<file path="config.mk">
export PLATFORM = sky130hd
export DESIGN_NAME = pmem_bank_map
export DESIGN_NICKNAME = d
export VERILOG_FILES = /design/src/rtl/pmem_bank_map.sv
export SDC_FILE = /design/constraint.sdc
export NUM_CORES = 1
export LEC_CHECK = 0
export CAP_MARGIN = 20
export CORE_MARGIN = 2
export CORE_UTILIZATION = 32
export CTS_CLUSTER_DIAMETER = 30
export DETAILED_ROUTE_END_ITERATION = 10
export PLACE_DENSITY = 0.77
export SLEW_MARGIN = 25
export SYNTH_ARGS = -nofsm -noshare
export SYNTH_HDL_FRONTEND = slang
export SYNTH_SLANG_ARGS = --single-unit
</file>
<file path="constraint.sdc">
create_clock -name clk -period 1.1 [get_ports clk]
set_input_delay 0.22 -clock clk [delete_from_list [all_inputs] [get_ports clk]]
set_output_delay 0.22 -clock clk [all_outputs]
set_load 0.02 [all_outputs]
</file>
<file path="src/rtl/pmem_bank_map.sv">
module pmem_bank_map #(
  parameter int AW       = 16,
  parameter int BW       = 2,
  parameter int SECT_LOG = 10,
  parameter int SCR_LOG  = 8,
  parameter int RW       = 8,
  parameter bit FLAT     = 1'b0
) (
  input  logic                   clk,
  input  logic                   rst_n,
  input  logic                   fetch_req,
  input  logic [AW-1:0]          fetch_addr,
  input  logic                   dat_req,
  input  logic                   dat_we,
  input  logic                   dat_scratch,
  input  logic [AW-1:0]          dat_addr,
  input  logic                   cfg_we,
  input  logic                   cfg_sel,
  input  logic [RW-1:0]          cfg_wdata,
  output logic [AW+1:0]          fetch_phys,
  output logic                   fetch_stb,
  output logic [AW+1:0]          data_phys,
  output logic                   data_rd,
  output logic                   data_wr,
  output logic [AW+1-SECT_LOG:0] data_sector,
  output logic                   fault
);
  localparam int PW = AW + 2;
  localparam int SW = PW - SECT_LOG;
  localparam logic [PW-1:0] SCR_BASE = PW'(1) << (AW + 1);
  localparam logic [SW-1:0] RSV_SEC  = SW'((SCR_BASE >> SECT_LOG) - 1);

  logic [BW-1:0] fbank_q, dbank_q;
  logic          wen_q;

  function automatic logic [PW-1:0] map_addr(input logic [AW-1:0] a, input logic [BW-1:0] b);
    logic [BW-1:0] eff;
    eff = (b == '0) ? BW'(1) : b;
    if (FLAT || !a[AW-1]) return PW'(a);
    return PW'({eff, a[AW-2:0]});
  endfunction

  logic [PW-1:0] f_phys, d_phys;
  logic          f_rsv, d_rsv;

  assign f_phys = map_addr(fetch_addr, fbank_q);
  assign d_phys = dat_scratch ? (SCR_BASE | PW'(dat_addr[SCR_LOG-1:0])) : map_addr(dat_addr, dbank_q);
  assign f_rsv  = !FLAT && (f_phys[PW-1:SECT_LOG] == RSV_SEC);
  assign d_rsv  = !FLAT && (d_phys[PW-1:SECT_LOG] == RSV_SEC);

  logic unused_bits;
  assign unused_bits = ^{cfg_wdata[RW-1:6], cfg_wdata[3:2]};

  always_ff @(posedge clk or negedge rst_n) begin
    if (!rst_n) begin
      fbank_q <= BW'(1);
      dbank_q <= BW'(1);
      wen_q   <= 1'b0;
    end else if (cfg_we) begin
      if (!cfg_sel) begin
        fbank_q <= cfg_wdata[BW-1:0];
        dbank_q <= cfg_wdata[4 +: BW];
      end else begin
        wen_q <= cfg_wdata[0];
      end
    end
  end

  always_ff @(posedge clk or negedge rst_n) begin
    if (!rst_n) begin
      fetch_phys  <= '0;
      fetch_stb   <= 1'b0;
      data_phys   <= '0;
      data_rd     <= 1'b0;
      data_wr     <= 1'b0;
      data_sector <= '0;
      fault       <= 1'b0;
    end else begin
      fetch_phys  <= f_phys;
      fetch_stb   <= fetch_req && !f_rsv;
      data_phys   <= d_phys;
      data_rd     <= dat_req && !dat_we && !d_rsv;
      data_wr     <= dat_req && dat_we && wen_q && !d_rsv;
      data_sector <= d_phys[PW-1:SECT_LOG];
      if ((fetch_req && f_rsv) || (dat_req && d_rsv)) fault <= 1'b1;
    end
  end


  low_window_chk: assert property (@(posedge clk) disable iff (!rst_n)
    (fetch_req && !fetch_addr[AW-1]) |=> (fetch_phys == PW'($past(fetch_addr))));

  fault_sticky_chk: assert property (@(posedge clk) disable iff (!rst_n)
    fault |=> fault);

  no_rsv_strobe_chk: assert property (@(posedge clk) disable iff (!rst_n)
    (data_rd || data_wr) |-> (FLAT || data_sector != RSV_SEC));

  wr_needs_en_chk: assert property (@(posedge clk) disable iff (!rst_n)
    data_wr |-> $past(wen_q));

  rd_wr_excl_chk: assert property (@(posedge clk) disable iff (!rst_n)
    !(data_rd && data_wr));

  fetch_no_scratch_chk: assert property (@(posedge clk) disable iff (!rst_n)
    fetch_stb |-> !fetch_phys[PW-1]);
endmodule

</file>
==> reports/metrics.cfg <==
[timing]
hold_slack_ps=218
worst_clock_skew_ps=9.39
number_of_hold_slack_violations_in_the_final_timing_report=0
timing.fmax_mhz=868
setup_ws_ps=-51.8
timing.final.crit_period_ps=1150
final_report_setup_violation_count=3
finalSetupTns_ps=-123
slew_viol_final=0
rsz0062_at_grt=yes
finalCritPeriodShare_pct=105

[drt]
via_density_per_instance=4.34
vias=1024
drt_drc_violations_left=0
dr.first_iter.drc_count=27
routed_wire_length_per_instance_um=14.0
routed_wirelength_mm=3.30
detailedRoute.firstPassIterationCount=4
antenna_left=0

[pwr]
pwr-share-comb_pct=16.4
internal-power_uw=2690
register_share_of_total_power_pct=50.7
switching_power_uw=818
pwr_density_cell_nw_per_um2=1500
pwr-share-clk_pct=32.9
swShare_pct=23.3
power.leakage_uw=0.00117
largest_voltage_drop_on_the_vdd_net_mv=0.572

[yosys]
syn_avg_cell_area_um2=16.5
synth_top_family_by_area=simple AND/OR/NAND/NOR gates
synth_sequential_area_ratio_pct=76.1
syn_nets=136
syn-instance-count=88
yosysWarningCount=0
synth_simple_gate_area_share_pct=12.9
synth_mux_area_share_pct=3.11
synthesis.area_um2=1450
synth-adder-area-share_pct=0
complex_gate_fraction_of_the_synthesized_area_pct=2.67
postSynthRegisterBits=44
synth_xor_area_share_pct=0
synthDistinctLibCells=22

[placed_design]
placement.io_buffers=90
detailed_place_hpwl_mm=2.59
place_area_um2=2390
gp_congestion=0.771

[run_status]
outcome=finished, violations left
failed_checks=negative setup slack

[cts]
clock_sinks=44
root_buffer=clkbuf_8
clk_slew_on_worst_s_h_paths_ps=80
post-cts-setup-buffers=0
tritoncts.num_buffers=5
clock_path_buffers=2
cts-htree-levels=2
cts_tree=done
clkLatencyLatePin_ps=280

[worst_setup_path]
worstSetupStartpointType=register
timing.critical_path.fanout_max=3
worst_setup_path_end_kind=register
critPathArrivalTime_ps=1320
crit_type=register to register
cp.required_ps=1270

[final_layout]
layout.cells.most_common=buf_2
design_area_um2=2340
finalCoreUtilization_pct=53.6
final_layout_size_suffix_gt1_share_pct=44.6
most-common-layout-cells=buf_2, dfrtp_1, clkdlybuf4s50_1, and2b_2, buf_4
area.sequential_um2=1100
fin_nets=231
final.fill_count=377
antenna_cells=0
area_delta_synth_final_pct=61.1
multi_input_logic_area_um2=314

[global_routing]
track_usage_pct=13.3
number_of_global_route_vias_before_repair=1098
initial_antenna_violation_count=0
grt_remaining_overflow=0
grt_pass1_wl_mm=5.15
grt_start_max_net_pins=24

[die]
die_width_um=71.3
floorplan.die.height_um=71.3
die-area_um2=5090
core_um2=4350
placement_rows=24
top_level_ports=96
initial_core_util_pct=33.3

[run]
drv.max_cap_violation_count=0

[min_path]
worst_hold_path_type=input pin to register

==> cells in the mapped netlist <==
cell | n | area, µm²
a21boi_0 | 1 | 7.51
a221o_1 | 1 | 10.0
and2_1 | 1 | 6.26
and2b_2 | 7 | 61.3
and2b_4 | 1 | 10.0
and3b_2 | 1 | 10.0
buf_4 | 9 | 67.6
conb_1 | 1 | 3.75
dfrtp_1 | 42 | 1050
dfstp_2 | 2 | 52.6
inv_1 | 1 | 3.75
mux2_2 | 4 | 45.0
nand2_1 | 3 | 11.3
nand2b_4 | 1 | 13.8
nand3_1 | 1 | 5.00
nand4_1 | 2 | 12.5
nand4b_4 | 1 | 23.8
nor2_1 | 4 | 15.0
nor2b_1 | 2 | 12.5
nor4_1 | 1 | 6.26
o21ai_0 | 1 | 5.00
o41ai_2 | 1 | 16.3
==> area by class of cell <==
| class | count | share of cell area [%] |
|---|---|---|
| multi-input cells | 34 | 13.4 |
| inverters | 1 | 0.161 |
| well taps | 52 | 2.79 |
| clock buffers | 6 | 3.11 |
| clock inverters | 2 | 1.50 |
| flip-flops and latches | 44 | 47.3 |
| repair buffers | 97 | 31.7 |
==> critical path: stages (launching register included) <==
cell	delay [ps]
dfstp_2	530
and2b_4	210
o41ai_4	230
nor2_1	70
==> sequential cells by signal (all words and copies together) (netlist names) <==
name         cells
data_wr          1
fbank_q          2
wen_q            1
fault            1
fetch_stb        1
dbank_q          2
data_sector      3
data_rd          1
data_phys       15
fetch_phys      17
==> power by group through the flow <==
| stage | clock network [µW] | logic (µW) | registers [µW] |
|---|---|---|---|
| floorplan | 0 | 137 | 1910 |
| global placement | 0 | 632 | 1810 |
| detailed placement | 0 | 646 | 1810 |
| CTS | 1200 | 566 | 1780 |
| global route | 1280 | 617 | 1790 |
| finish | 1160 | 574 | 1780 |
==> logic make-up after synthesis <==
logic type | after synthesis
and+or+nand+nor | 25
muxes | 4
DFF | 44
AOI/OAI and AO/OA | 4
other | 1
buffers and inverters | 10
==> metal layers <==
metal	vias up	track usage [%]	share of wire [%]
met2	61	22.3	51
li1	466	-	-
met1	491	15.2	36
met5	-	0	0
met4	0	4.61	1.5
met3	6	5.91	11
==> metrics by stage <==
| step | worst slack (ps) | cells | power, µW |
|---|---|---|---|
| floorplan | -44.2 | 88 | 2050 |
| global placement | -335 | 227 | 2440 |
| global route | -113 | 236 | 3690 |
| finish | -51.8 | 236 | 3510 |
| detailed placement | -399 | 227 | 2460 |
| CTS | -78.6 | 236 | 3550 |
==> path summary, 6_finish.rpt <==
path                                    from             end  slack (ps)  depth (start not counted)
worst max register to register    dbank_q[0]         data_wr         -50                          3
worst max-delay path              dbank_q[0]         data_wr         -50                          3
worst min register to register    fbank_q[0]      fbank_q[0]         510                          2
min in group asynchronous              rst_n   fetch_phys[2]         440                          3
worst min-delay path            dat_addr[12]  data_sector[2]         220                          2
max in group asynchronous              rst_n      dbank_q[0]         370                          3
==> repair_timing <==
item                       4_1_cts  5_1_grt
hold buffers                     1        0
hold endpoints to repair        42        0
pin swaps                        3        3
resized for setup              193       12
setup endpoints to repair       52        8
No activity file was read; power rests on OpenSTA's default activity.
